===== src/rtl/clksel_pkg.sv =====
package clksel_pkg;

  // number of clock domains whose source is selected
  localparam int NUM_SRC   = 4;
  localparam int SEL_W_DEF = 3;

  // position of each domain in the internal selection array
  localparam int IDX_ACQ  = 0;
  localparam int IDX_GEN  = 1;
  localparam int IDX_AUX  = 2;
  localparam int IDX_GLOB = 3;

  // source codes; the external switch decodes these values
  localparam int SRC_OFF    = 0;
  localparam int SRC_BKPL   = 2;
  localparam int SRC_OSC    = 3;
  localparam int SRC_XSTRB  = 4;
  localparam int SRC_BYPASS = 5;

  // strobes from the control path to the datapath
  typedef struct packed {
    logic capture;  // commit the requested selections
    logic flagErr;  // record a rejected request
  } clksel_strobe_t;

endpackage


===== src/rtl/clksel_datapath.sv =====
module clksel_datapath
  import clksel_pkg::*;
#(
  parameter int SEL_W = SEL_W_DEF
) (
  input  logic                            clk,
  input  logic                            rstN,
  input  logic [NUM_SRC-1:0][SEL_W-1:0]   reqSel,
  input  clksel_strobe_t                  stb,
  output logic                            reqLegal,
  output logic [NUM_SRC-1:0][SEL_W-1:0]   curSel,
  output logic                            errSticky
);

  logic [NUM_SRC-1:0] chanOk;
  logic [NUM_SRC-1:1] usesXstrb;
  logic               acqBypass;
  logic               bypassClash;

  // per-source code check; only acquisition may use the bypass code
  for (genvar i = 0; i < NUM_SRC; i++) begin : g_chk
    logic baseOk;
    assign baseOk = (reqSel[i] == SEL_W'(SRC_OFF))  ||
                    (reqSel[i] == SEL_W'(SRC_BKPL)) ||
                    (reqSel[i] == SEL_W'(SRC_OSC))  ||
                    (reqSel[i] == SEL_W'(SRC_XSTRB));
    if (i == IDX_ACQ) begin : g_acq
      assign chanOk[i] = baseOk || (reqSel[i] == SEL_W'(SRC_BYPASS));
    end else begin : g_other
      assign chanOk[i]    = baseOk;
      assign usesXstrb[i] = (reqSel[i] == SEL_W'(SRC_XSTRB));
    end
  end

  // the direct strobe path and the crosspoint strobe exclude each other
  assign acqBypass   = (reqSel[IDX_ACQ] == SEL_W'(SRC_BYPASS));
  assign bypassClash = acqBypass && (|usesXstrb);
  assign reqLegal    = (&chanOk) && !bypassClash;

  // committed selections, one register per domain
  for (genvar i = 0; i < NUM_SRC; i++) begin : g_reg
    always_ff @(posedge clk or negedge rstN) begin
      if (!rstN) begin
        curSel[i] <= SEL_W'(SRC_OFF);
      end else if (stb.capture) begin
        curSel[i] <= reqSel[i];
      end
    end
  end

  always_ff @(posedge clk or negedge rstN) begin
    if (!rstN) begin
      errSticky <= 1'b0;
    end else if (stb.flagErr) begin
      errSticky <= 1'b1;
    end
  end

endmodule


===== src/rtl/clksel_control.sv =====
module clksel_control
  import clksel_pkg::*;
#(
  parameter int BUSY_CYCLES = 64
) (
  input  logic           clk,
  input  logic           rstN,
  input  logic           writeIn,
  input  logic           legalIn,
  output clksel_strobe_t stb,
  output logic           readyOut
);

  localparam int CNT_W = $clog2(BUSY_CYCLES + 1);

  logic             reqQ;
  logic             writeEdge;
  logic             idle;
  logic [CNT_W-1:0] busyCnt;

  // reset to 1 so a level already high at reset release is not an edge
  always_ff @(posedge clk or negedge rstN) begin
    if (!rstN) reqQ <= 1'b1;
    else       reqQ <= writeIn;
  end

  assign writeEdge = writeIn && !reqQ;
  assign idle      = (busyCnt == '0);
  assign readyOut  = idle;

  always_comb begin
    stb         = '0;
    stb.capture = writeEdge && idle && legalIn;
    stb.flagErr = writeEdge && idle && !legalIn;
  end

  // counts down the time the external switch needs for a commit
  always_ff @(posedge clk or negedge rstN) begin
    if (!rstN) begin
      busyCnt <= '0;
    end else if (stb.capture) begin
      busyCnt <= CNT_W'(BUSY_CYCLES);
    end else if (!idle) begin
      busyCnt <= busyCnt - 1'b1;
    end
  end

endmodule


===== src/rtl/clksel_ctrl.sv =====
module clksel_ctrl
  import clksel_pkg::*;
#(
  parameter int SEL_W       = SEL_W_DEF,
  parameter int BUSY_CYCLES = 64
) (
  input  logic             cfgClk,
  input  logic             rstN,
  input  logic [SEL_W-1:0] acqSelIn,
  input  logic [SEL_W-1:0] genSelIn,
  input  logic [SEL_W-1:0] auxSelIn,
  input  logic [SEL_W-1:0] globSelIn,
  input  logic             commitReq,
  output logic             readyOut,
  output logic             errFlag,
  output logic [SEL_W-1:0] acqSelOut,
  output logic [SEL_W-1:0] genSelOut,
  output logic [SEL_W-1:0] auxSelOut,
  output logic [SEL_W-1:0] globSelOut
);

  logic [NUM_SRC-1:0][SEL_W-1:0] reqSel;
  logic [NUM_SRC-1:0][SEL_W-1:0] curSel;
  clksel_strobe_t                stb;
  logic                          reqLegal;

  assign reqSel[IDX_ACQ]  = acqSelIn;
  assign reqSel[IDX_GEN]  = genSelIn;
  assign reqSel[IDX_AUX]  = auxSelIn;
  assign reqSel[IDX_GLOB] = globSelIn;

  clksel_control #(
    .BUSY_CYCLES(BUSY_CYCLES)
  ) u_ctrl (
    .clk     (cfgClk),
    .rstN    (rstN),
    .writeIn (commitReq),
    .legalIn (reqLegal),
    .stb     (stb),
    .readyOut(readyOut)
  );

  clksel_datapath #(
    .SEL_W(SEL_W)
  ) u_dp (
    .clk      (cfgClk),
    .rstN     (rstN),
    .reqSel   (reqSel),
    .stb      (stb),
    .reqLegal (reqLegal),
    .curSel   (curSel),
    .errSticky(errFlag)
  );

  assign acqSelOut  = curSel[IDX_ACQ];
  assign genSelOut  = curSel[IDX_GEN];
  assign auxSelOut  = curSel[IDX_AUX];
  assign globSelOut = curSel[IDX_GLOB];

endmodule


===== config.mk =====
export PLATFORM = sky130hd
export DESIGN_NAME = clksel_ctrl
export DESIGN_NICKNAME = d
export VERILOG_FILES = /design/src/rtl/clksel_pkg.sv /design/src/rtl/clksel_datapath.sv /design/src/rtl/clksel_control.sv /design/src/rtl/clksel_ctrl.sv
export SDC_FILE = /design/constraint.sdc
export NUM_CORES = 1
export LEC_CHECK = 0
export ABC_AREA = 1
export BUFFER_PORTS_ARGS = -buffer_cell sky130_fd_sc_hd__buf_2
export CAP_MARGIN = 20
export CORE_AREA = 2 2 53 55
export CTS_BUF_LIST = sky130_fd_sc_hd__clkbuf_16
export DETAILED_ROUTE_END_ITERATION = 8
export DIE_AREA = 0 0 55 57
export GPL_ROUTABILITY_DRIVEN = 1
export MAX_ROUTING_LAYER = met4
export PLACE_DENSITY = 0.68
export SLEW_MARGIN = 30
export SYNTH_ARGS = -nofsm -noshare
export SYNTH_HDL_FRONTEND = slang
export SYNTH_HIERARCHICAL = 1
export SYNTH_SLANG_ARGS = --single-unit

===== constraint.sdc =====
create_clock -name cfgClk -period 2 [get_ports cfgClk]
set_input_delay 0.4 -clock cfgClk [delete_from_list [all_inputs] [get_ports cfgClk]]
set_output_delay 0.4 -clock cfgClk [all_outputs]
set_load 0.01 [all_outputs]

# Word level (Yosys, flattened, before mapping)
# Cells that the tools add are included.
[totals]
reg_bits = 21
word_cells = 53
[op_classes]
eq_ne = 14
add_sub_neg = 1
mux = 2
n_reduce_logical = 29
[op_table]
columns = ["operator", "n"]
rows = [
  ["$eq 3x2->1 const B", 8],
  ["$eq 3x3->1 const B", 5],
  ["$mux 7", 2],
  ["$logic_or 1x1->1", 13],
  ["$logic_not 3->1", 4],
  ["$logic_not 7->1", 1],
  ["$sub 7x1->7 const B", 1],
  ["$logic_and 1x1->1", 6],
  ["$reduce_and 4->1", 1],
  ["$logic_not 1->1", 3],
  ["$reduce_or 3->1", 1],
  ["$ne 2x2->1 const B", 1],
]

# Depth between registers and ports, before layout
# Gate-level depths: netlist of the first run.
[depth]
ltp_word = 9
depth_mapped = 12
mapped_depth_nobuf = 10

# By module
# Netlist of the first run, hierarchy kept.
[by_module_without_submodules]
columns = ["module", "n_inst", "seq_area_each_um2", "cells_per_inst", "area_per_inst_um2"]
rows = [
  ["clksel_datapath", 1, 325.3, 62, 608.1],
  ["clksel_control", 1, 201.4, 63, 496.7],
]

# Least setup slack after synthesis of the first run
# OpenSTA, ideal clock, no wires.
[synth_path]
kind = "input-to-reg"
startpoint = "in globSelIn[0]"
endpoint = "reg u_dp/curSel[6] (netlist name)"
path_buffers = 2
setup_slack_ps = 238
path_stages = 10
required_ps = 1875
arrival_time_ps = 1637
setup_time_ps = 125
path_cell_list = "nor2_1 > inv_1 > o21ai_0 > nand3_1 > nor2_1 > nand3_2 > inv_1 > buf_6 > buf_8 > mux2_4"
[synth_rtl]
columns = ["item", "line_no", "text"]
rows = [
  ["start, declared", "clksel_ctrl.sv:12", "input logic [SEL_W-1:0] globSelIn,"],
  ["end signal, assigned by index", "clksel_datapath.sv:44", "curSel[i] <= SEL_W'(SRC_OFF);"],
  ["end signal, assigned by index", "clksel_datapath.sv:46", "curSel[i] <= reqSel[i];"],
  ["end, declared", "clksel_datapath.sv:11", "output logic [NUM_SRC-1:0][SEL_W-1:0] curSel,"],
]

==> impl_metrics.csv, run 1 <==
group,metric,value,unit
status,status,"complete, no violations",
placed_design,gp_congestion,0.831,
clock_tree,worst_skew_pair.late_latency,250,ps
clock_tree,clkTransAtPathRegs,60,ps
timing,clock_skew,4.24,ps
worst_setup_path,crit_top_cell,"inv_1",
worst_setup_path,end_kind,"flip-flop",
cells_and_area,fin_cells,188,
cells_and_area,multiInputGateArea,473,sq um
worst_setup_path,cp_cell_sequence,"inv_1, ha_1, nand2_1, nor2_4, nand3_2, inv_1, buf_12, mux2_2",
detailed_routing,drtIter0Drc,14,
global_route,grt_pass1_vias,869,
clock_tree,post-cts-setup-buffers,0,
pwr,p_leak,0.802,nW
pwr,pwr-share-seq,48.5,%
pwr,p_sw,0.171,mW
cells_and_area,fillers,238,
yosys,netlist_instances,125,
yosys,synth_flop_cell,"dfrtp_1",
yosys,syn_area_per_cell,8.84,sq um
yosys,syn_area,1100,sq um
detailed_routing,drt-vias-per-instance,4.63,
clock_tree,cts.hold.buffers_added,0,
yosys,ys_seq_area_share,47.7,%
clock_tree,cts_resized,0,
timing,worst_pin_slew,452,ps
global_route,gr-usage-all-layers,15.9,%
timing,hold-worst-slack,102,ps
run,maxCapViolations,0,
timing,timing_hold_violations_final,0,
global_route,grt_pass1_wl,3.61,mm
die,io_pins,29,
cells_and_area,layout_common_cells,"nand2_1, buf_2, inv_1, dfrtp_1, nor2_1",
die,row_count,19,
detailed_routing,drt-total-wl,2.12,mm
timing,period_share,85.5,%
pwr,internal_power,0.714,mW
detailed_routing,antenna_left,0,
placed_design,port_buffers,28,
pwr,combPwrFrac,5.8,%
worst_setup_path,start_kind,"flip-flop",
yosys,synth_nets,142,
cells_and_area,final_common_cell,"nand2_1",
placed_design,place_inst,184,
timing,min_period,1710,ps
timing,slew_viol_final,0,
worst_setup_path,required,2130,ps
placed_design,place_ws,118,ps
worst_setup_path,cp.arrival,1840,ps
timing,finalWorstSetupSlack,290,ps
detailed_routing,vias,871,
die,coreArea,2620,sq um
clock_tree,numCtsBuffers,3,
cells_and_area,num_antenna_cells,0,
timing,rsz0062_at_grt,"false",
yosys,ys_types,25,
pwr,p_per_area,649,nW/um^2
global_route,grt_antenna_before_repair,0,
cells_and_area,syn_to_final_growth,23.4,%
clock_tree,cts_tree,"done",
yosys,ys_seq_elements,21,
clock_tree,htree_levels,1,
die,initial_core_util,42.2,%
detailed_routing,post-route-drc-count,0,
timing,setup_viol,0,
cells_and_area,utilization,52.2,%
timing,tns,0,ps
worst_setup_path,crit_slowest_cell,"dfrtp_1",
clock_tree,cts_root_buf,"clkbuf_16",
die,fp.dieArea,3140,sq um
detailed_routing,wl_per_cell,11.3,um
timing,slew_headroom,69.6,%
yosys,synth_edf_count,0,
worst_setup_path,max_stage_delay,390,ps
placed_design,place_hpwl,1.68,mm
pwr,ir_drop,0.000436,V
timing,fmax,585,MHz
cells_and_area,regArea,527,sq um
detailed_routing,first_pass_iters,4,
global_route,grt_remaining_overflow,0,
min_path,hp-class,"input pin to async pin",
yosys,async_reset_ff_share,100,%
clock_tree,numClockSinks,21,
worst_setup_path,critPathMaxFanout,16,
worst_setup_path,crit_type,"flip-flop to flip-flop",
clock_tree,cts.path.max_buffers,2,
cells_and_area,drive_above_1_share,31.8,%
pwr,sw_frac_of_total,19.4,%
die,die_x,55,um
pwr,clock_power_share,45.7,%
yosys,ys_warn_count,6,
cells_and_area,fin_nets,175,
global_route,grt_max_degree,22,
die,dieHeight,57,um
## path summary, 6_finish.rpt
path	from	end	slack, ps	depth (start not counted)
hold reg to reg	u_dp/errSticky	u_dp/errSticky	470	1
min in group cfgClk	commitReq	u_ctrl/reqQ	260	1
setup reg to reg	u_ctrl/busyCnt[0]	u_dp/curSel[8]	290	8
setup / recovery	u_ctrl/busyCnt[0]	u_dp/curSel[8]	290	8
max in group asynchronous	rstN	u_ctrl/reqQ	1560	1
hold / removal	rstN	u_ctrl/busyCnt[3]	100	1
## cell type report
class	count	area share (%)
Sequential cell	21	38.6
Multi-Input combinational cell	81	34.7
Timing Repair Buffer	30	12.3
Inverter	21	5.78
Clock buffer	3	5.50
Tap cell	31	2.84
Clock inverter	1	0.275
## synth_stat cells (2+ instances only)
cell type / instances / area share (%)
nand2_1: 30 / 10
inv_1: 21 / 7.1
dfrtp_1: 20 / 45
nor2_1: 14 / 4.8
nand3_1: 8 / 3.6
mux2_2: 6 / 6.1
a21oi_1: 4 / 1.8
ha_1: 2 / 2.3
mux2_4: 2 / 2.7
nor2_4: 2 / 2.0
o21ai_0: 2 / 0.91
## power by group through the flow
stage / Clock (mW) / Sequential [mW] / Combinational, mW
2_1_floorplan: 0 / 0.438 / 0.0183
3_3_place_gp: 0 / 0.437 / 0.0512
3_5_place_dp: 0 / 0.437 / 0.0522
4_1_cts: 0.416 / 0.430 / 0.0525
5_1_grt: 0.440 / 0.429 / 0.0601
6_report: 0.405 / 0.430 / 0.0514
## metrics by stage
stage	total power [mW]	cell area [sq um]
floorplan	0.456	1100
global placement	0.488	1280
detailed placement	0.489	1280
CTS	0.898	1360
global route	0.929	1360
finish	0.886	1360
## flip-flops by register name, indices dropped and copies added (netlist names)
| name | cells |
|---|---|
| u_ctrl/reqQ | 1 |
| u_ctrl/busyCnt | 7 |
| u_dp/errSticky | 1 |
| u_dp/curSel | 12 |
## critical path: cells and delay by family, from the launching register on
family,cells,cell delay [ps]
buffers and inverters,3,360
adder cells (fa/ha/maj),1,170
flip-flops,1,390
AND/OR/NAND/NOR,3,320
multiplexers,1,340
## layer usage
metal	GRT usage (%)	share of wire, %	up-vias
met2	27.6	52	17
met3	3.14	4.9	0
met1	18.8	43	401
met5	-	0	-
li1	-	-	453
met4	3.14	0	0
## logic make-up (layout without fill, tap and decap cells)
logic type	Yosys count	in the layout	share of synthesized area [%]
AOI/OAI and AO/OA	7	7	3.51
adders and majority gates	2	2	2.26
and+or+nand+nor	63	63	27.4
buffers and inverters	23	55	9.51
muxes	8	8	8.83
DFF	21	21	47.7
xor gates and xnor gates	1	1	0.793
Power figures use the tool's default switching activity.
==> run 2: changes to the inputs <==
--- a/config.mk
+++ b/config.mk
@@ -14,7 +14,7 @@
 export DIE_AREA = 0 0 55 57
 export GPL_ROUTABILITY_DRIVEN = 1
 export MAX_ROUTING_LAYER = met4
-export PLACE_DENSITY = 0.68
+export PLACE_DENSITY_LB_ADDON = 0.05
 export SLEW_MARGIN = 30
 export SYNTH_ARGS = -nofsm -noshare
 export SYNTH_HDL_FRONTEND = slang
==> constraint.sdc (replaced) <==
create_clock -name cfgClk -period 1.8 [get_ports cfgClk]
set_input_delay 0.36 -clock cfgClk [delete_from_list [all_inputs] [get_ports cfgClk]]
set_output_delay 0.36 -clock cfgClk [all_outputs]
set_load 0.01 [all_outputs]
==> impl_metrics.csv, run 2 (synthesis results as in run 1) <==
group,metric,value,unit
timing,worst_pin_slew,480,ps
pwr,combPwrFrac,5.9,%
detailed_routing,drt-total-wl,2.10,mm
cells_and_area,syn_to_final_growth,24.1,%
min_path,hp-class,"input pin to async pin",
timing,slew_viol_final,0,
timing,rsz0062_at_grt,"false",
clock_tree,cts.hold.buffers_added,0,
timing,clock_skew,2.55,ps
detailed_routing,first_pass_iters,4,
cells_and_area,final_common_cell,"nand2_1",
pwr,pwr-share-seq,48.4,%
die,die_x,55,um
clock_tree,htree_levels,1,
global_route,grt_pass1_vias,847,
worst_setup_path,end_kind,"flip-flop",
clock_tree,worst_skew_pair.late_latency,250,ps
worst_setup_path,cp.arrival,1800,ps
placed_design,gp_congestion,0.762,
placed_design,place_hpwl,1.67,mm
global_route,grt_pass1_wl,3.32,mm
detailed_routing,post-route-drc-count,0,
pwr,p_per_area,719,nW/um^2
cells_and_area,utilization,52.4,%
cells_and_area,layout_common_cells,"nand2_1, buf_2, inv_1, dfrtp_1, nor2_1",
timing,finalWorstSetupSlack,132,ps
pwr,p_sw,0.192,mW
clock_tree,post-cts-setup-buffers,0,
clock_tree,clkTransAtPathRegs,50,ps
run,maxCapViolations,0,
pwr,p_leak,0.806,nW
clock_tree,numCtsBuffers,3,
clock_tree,cts.path.max_buffers,2,
timing,timing_hold_violations_final,0,
status,status,"complete, no violations",
cells_and_area,fin_cells,189,
detailed_routing,antenna_left,0,
pwr,total_power,0.986,mW
worst_setup_path,critPathMaxFanout,16,
timing,tns,0,ps
clock_tree,numClockSinks,21,
detailed_routing,drt-vias-per-instance,4.81,
die,io_pins,29,
clock_tree,cts_resized,0,
timing,period_share,92.7,%
cells_and_area,largest_reg_flops,12,
worst_setup_path,required,1930,ps
pwr,ir_drop,0.000409,V
worst_setup_path,crit_type,"flip-flop to flip-flop",
die,dieHeight,57,um
cells_and_area,final_area,1370,sq um
timing,fmax,600,MHz
clock_tree,cts_tree,"done",
worst_setup_path,start_kind,"flip-flop",
global_route,grt_max_degree,22,
clock_tree,cts_root_buf,"clkbuf_16",
timing,setup_viol,0,
cells_and_area,drive_above_1_share,32.3,%
placed_design,place_inst,185,
global_route,gr-usage-all-layers,15.2,%
die,coreArea,2620,sq um
detailed_routing,wl_per_cell,11.1,um
placed_design,port_buffers,28,
placed_design,placed_cell_area,1290,sq um
timing,min_period,1670,ps
cells_and_area,num_antenna_cells,0,
die,initial_core_util,42.2,%
global_route,grt_remaining_overflow,0,
timing,hold-worst-slack,67.4,ps
global_route,grt_antenna_before_repair,0,
detailed_routing,vias,910,
die,row_count,19,
pwr,clock_power_share,45.7,%
cells_and_area,largestRegisters,"u_dp/curSel: 12 flops, u_ctrl/busyCnt: 7 flops",
pwr,sw_frac_of_total,19.5,%
timing,slew_headroom,68.0,%
detailed_routing,drtIter0Drc,12,
cells_and_area,fin_nets,176,
cells_and_area,top_register,"u_dp/curSel",
pwr,internal_power,0.794,mW
placed_design,place_ws,-15.8,ps
die,fp.dieArea,3140,sq um
## run 2: cell types whose count changed in the layout (fill, tap and decap cells not counted)
cell,previous run,this run
buf_4,1,2
## run 2: worst max-delay path, cell delays in order, from the launching register on
cell,delay [ps]
dfrtp_1,390
inv_1,100
ha_1,170
nand2_1,90
nor2_4,140
nand3_2,70
inv_1,100
buf_12,150
mux2_2,330
## run 2: area by class of cell
| type | instances | area (sq um) |
|---|---|---|
| Sequential cell | 21 | 527 |
| Clock buffer | 3 | 75.1 |
| Fill cell | 260 | 1240 |
| Clock inverter | 1 | 3.75 |
| Timing Repair Buffer | 31 | 175 |
| Inverter | 21 | 78.8 |
| Multi-Input combinational cell | 81 | 473 |
| Tap cell | 31 | 38.8 |
## run 2: metal layers
metal	part of all wire [%]	global-route usage [%]	wire (um)	vias up
met1	41	16.2	866	439
met3	4.5	3.14	95	2
li1	-	-	-	451
met4	0.62	7.32	13	0
met2	54	25.9	1130	18
met5	0	-	0	-
## run 2: worst paths after layout
path / start / to / slack [ps] / cells after the start
min in group cfgClk: commitReq / u_ctrl/reqQ / 220 / 1
hold reg to reg: u_dp/errSticky / u_dp/errSticky / 480 / 1
hold / removal: rstN / u_dp/curSel[4] / 70 / 1
setup / recovery: u_ctrl/busyCnt[0] / u_dp/curSel[0] / 130 / 8
setup reg to reg: u_ctrl/busyCnt[0] / u_dp/curSel[0] / 130 / 8
max in group asynchronous: rstN / u_ctrl/reqQ / 1380 / 1
## run 2: power groups by stage
| stage | logic, mW | registers, mW | clock network (mW) |
|---|---|---|---|
| after floorplan | 0.0203 | 0.486 | 0 |
| after global placement | 0.0580 | 0.485 | 0 |
| after global routing | 0.0660 | 0.477 | 0.495 |
| after CTS | 0.0596 | 0.477 | 0.472 |
| after detailed placement | 0.0594 | 0.486 | 0 |
| final | 0.0579 | 0.477 | 0.450 |
==> run 3: changes to the inputs <==
--- a/config.mk
+++ b/config.mk
@@ -5,13 +5,12 @@
 export SDC_FILE = /design/constraint.sdc
 export NUM_CORES = 1
 export LEC_CHECK = 0
-export ABC_AREA = 1
 export BUFFER_PORTS_ARGS = -buffer_cell sky130_fd_sc_hd__buf_2
 export CAP_MARGIN = 20
-export CORE_AREA = 2 2 53 55
+export CORE_AREA = 2 2 51 53
 export CTS_BUF_LIST = sky130_fd_sc_hd__clkbuf_16
 export DETAILED_ROUTE_END_ITERATION = 8
-export DIE_AREA = 0 0 55 57
+export DIE_AREA = 0 0 53 55
 export GPL_ROUTABILITY_DRIVEN = 1
 export MAX_ROUTING_LAYER = met4
 export PLACE_DENSITY_LB_ADDON = 0.05
==> impl_metrics.csv, run 3 <==
group,metric,value,unit
status,status,"complete, no violations",
clock_tree,cts_root_buf,"clkbuf_16",
timing,worst_pin_slew,470,ps
detailed_routing,vias,763,
yosys,netlist_instances,78,
timing,rsz0062_at_grt,"true",
min_path,hp-class,"input pin to async pin",
cells_and_area,final_common_cell,"buf_2",
detailed_routing,route.met3.wl,95,um
worst_setup_path,cp_num_buf_inv,1,
detailed_routing,wl_met1,959,um
worst_setup_path,max_stage_delay,410,ps
yosys,synth.top_cells.by_area,"dfrtp_1, mux2_2, mux2i_1, dfstp_2, or3b_1",
placed_design,gp_congestion,0.719,
global_route,grt_remaining_overflow,0,
worst_setup_path,critPathTopFamily,"simple AND/OR/NAND/NOR gates",
cells_and_area,layout_common_cells,"buf_2, dfrtp_1, mux2_4, buf_4, nand2_1",
cells_and_area,largestRegisters,"u_dp/curSel: 12 flops, u_ctrl/busyCnt: 7 flops",
global_route,grt_pass1_vias,723,
timing,hold-worst-slack,56.2,ps
cells_and_area,drive_above_1_share,54.2,%
clock_tree,numCtsBuffers,3,
clock_tree,worst_skew_pair.late_latency,250,ps
timing,period_share,99.8,%
worst_setup_path,cp_cell_sequence,"nor4_4, and3b_1, and4b_2, buf_6, mux2_4",
worst_setup_path,start_kind,"flip-flop",
pwr,p_leak,0.702,nW
placed_design,port_buffers,28,
global_route,grt_pass1_wl,3.22,mm
cells_and_area,largest_reg_flops,12,
clock_tree,numClockSinks,21,
placed_design,placed_cell_area,1220,sq um
yosys,synth.most_common_cell,"dfrtp_1",
worst_setup_path,required,1930,ps
timing,slew_headroom,68.7,%
run,maxCapViolations,0,
die,dieHeight,55,um
cells_and_area,fin_cells,148,
detailed_routing,wl_met2,972,um
detailed_routing,wl_per_cell,14.0,um
yosys,synth_nets,95,
detailed_routing,post-route-drc-count,0,
cells_and_area,final_area,1370,sq um
yosys,ys_types,28,
clock_tree,cts_tree,"done",
yosys,synth_edf_count,0,
yosys,synth_flop_cell,"dfrtp_1",
yosys,ys_warn_count,6,
clock_tree,clkTransAtPathRegs,60,ps
yosys,netlist.area_leader.share,50.3,%
worst_setup_path,cp.arrival,1930,ps
placed_design,place_inst,143,
global_route,grt_antenna_before_repair,0,
yosys,async_reset_ff_share,100,%
die,coreArea,2360,sq um
cells_and_area,fin_nets,136,
yosys,syn_area_per_cell,12.8,sq um
cells_and_area,top_register,"u_dp/curSel",
clock_tree,htree_levels,1,
clock_tree,cts.hold.buffers_added,0,
timing,min_period,1800,ps
timing,fmax,557,MHz
yosys,synth_common_cells,"dfrtp_1, mux2_2, nand2_1, mux2i_1",
detailed_routing,first_pass_iters,4,
yosys,ys_seq_area_share,53.0,%
clock_tree,cts.path.max_buffers,2,
worst_setup_path,crit_type,"flip-flop to flip-flop",
cells_and_area,syn_to_final_growth,37.9,%
timing,setup_viol,0,
timing,tns,0,ps
yosys,synth.largest_area_cell,"dfrtp_1",
die,io_pins,29,
die,die_x,53,um
timing,slew_viol_final,0,
timing,timing_hold_violations_final,0,
yosys,ys_seq_elements,21,
global_route,gr-usage-all-layers,16.4,%
global_route,grt_max_degree,22,
yosys,syn_area,995,sq um
worst_setup_path,critPathMaxFanout,7,
worst_setup_path,end_kind,"flip-flop",
detailed_routing,top_layer,"met4",
cells_and_area,utilization,58.0,%
die,row_count,18,
pwr,ir_drop,0.000710,V
detailed_routing,antenna_left,0,
die,fp.dieArea,2920,sq um
cells_and_area,num_antenna_cells,0,
placed_design,place_hpwl,1.45,mm
detailed_routing,drt-total-wl,2.07,mm
die,initial_core_util,42.1,%
detailed_routing,drtIter0Drc,5,
detailed_routing,drt-vias-per-instance,5.16,
timing,clock_skew,4.79,ps
worst_setup_path,crit_slowest_cell,"dfrtp_1",
pwr,p_per_area,1240,nW/um^2
-- run 3: cell types whose count changed in the layout (fill, tap and decap cells not counted), moves of 2 or more --
cell	before	now
or3b_1	0	3
inv_1	22	3
nand2_1	30	6
mux2_4	2	8
nor2_1	14	3
buf_4	2	7
buf_6	0	4
nand3_1	8	0
a21oi_1	4	0
nor2_4	2	0
mux2_2	6	4
mux2i_1	0	5
-- run 3: final cells by class --
type / count / area, sq um
inverters: 3 / 11.3
fillers: 216 / 993
well taps: 30 / 37.5
multi-input cells: 52 / 484
clock inverters: 1 / 3.75
clock buffers: 3 / 75.1
repair buffers: 38 / 233
flip-flops and latches: 21 / 527
-- run 3: final timing paths --
path / from / end / slack (ps) / depth (start not counted)
setup / recovery: u_ctrl/busyCnt[4] / u_dp/curSel[0] / 3 / 5
hold / removal: rstN / u_dp/curSel[9] / 60 / 1
setup reg to reg: u_ctrl/busyCnt[4] / u_dp/curSel[0] / 3 / 5
hold reg to reg: u_dp/errSticky / u_dp/errSticky / 470 / 1
max in group asynchronous: rstN / u_ctrl/reqQ / 1390 / 1
min in group cfgClk: commitReq / u_ctrl/reqQ / 240 / 1
-- run 3: where the power goes --
group	internal [mW]	switching [mW]
Clock	0.296	0.162
Combinational	0.298	0.246
Sequential	0.594	0.102
-- run 3: cells by family (layout without fill, tap and decap cells) --
family / after synthesis / after routing / synth area share (%)
AO/OA/AOI/OAI: 6 / 6 / 4.28
AND/OR/NAND/NOR: 26 / 26 / 18.1
multiplexers: 17 / 17 / 18.6
buffers and inverters: 5 / 45 / 2.64
XOR/XNOR: 1 / 1 / 0.881
flip-flops: 21 / 21 / 53.0
adder cells (fa/ha/maj): 2 / 2 / 2.52
-- run 3: per-stage QoR --
step                worst slack [ps]  total power [mW]
finish                          3.38              1.70
global route                   -87.8              1.83
CTS                            -18.6              1.69
detailed placement             -77.4              1.20
global placement               -32.6              1.18
floorplan                       -108             0.994
-- run 3: per-layer routing --
layer | track usage [%] | vias to the layer above
met2 | 25.2 | 16
li1 | - | 362
met1 | 19.9 | 381
met4 | 10.3 | 0
met5 | - | -
met3 | 3.49 | 4
-- run 3: what timing repair did --
item	4_1_cts	5_1_grt
setup buffers	1	0
pin swaps	2	2
setup endpoints to repair	1	14
resized for setup	2	14
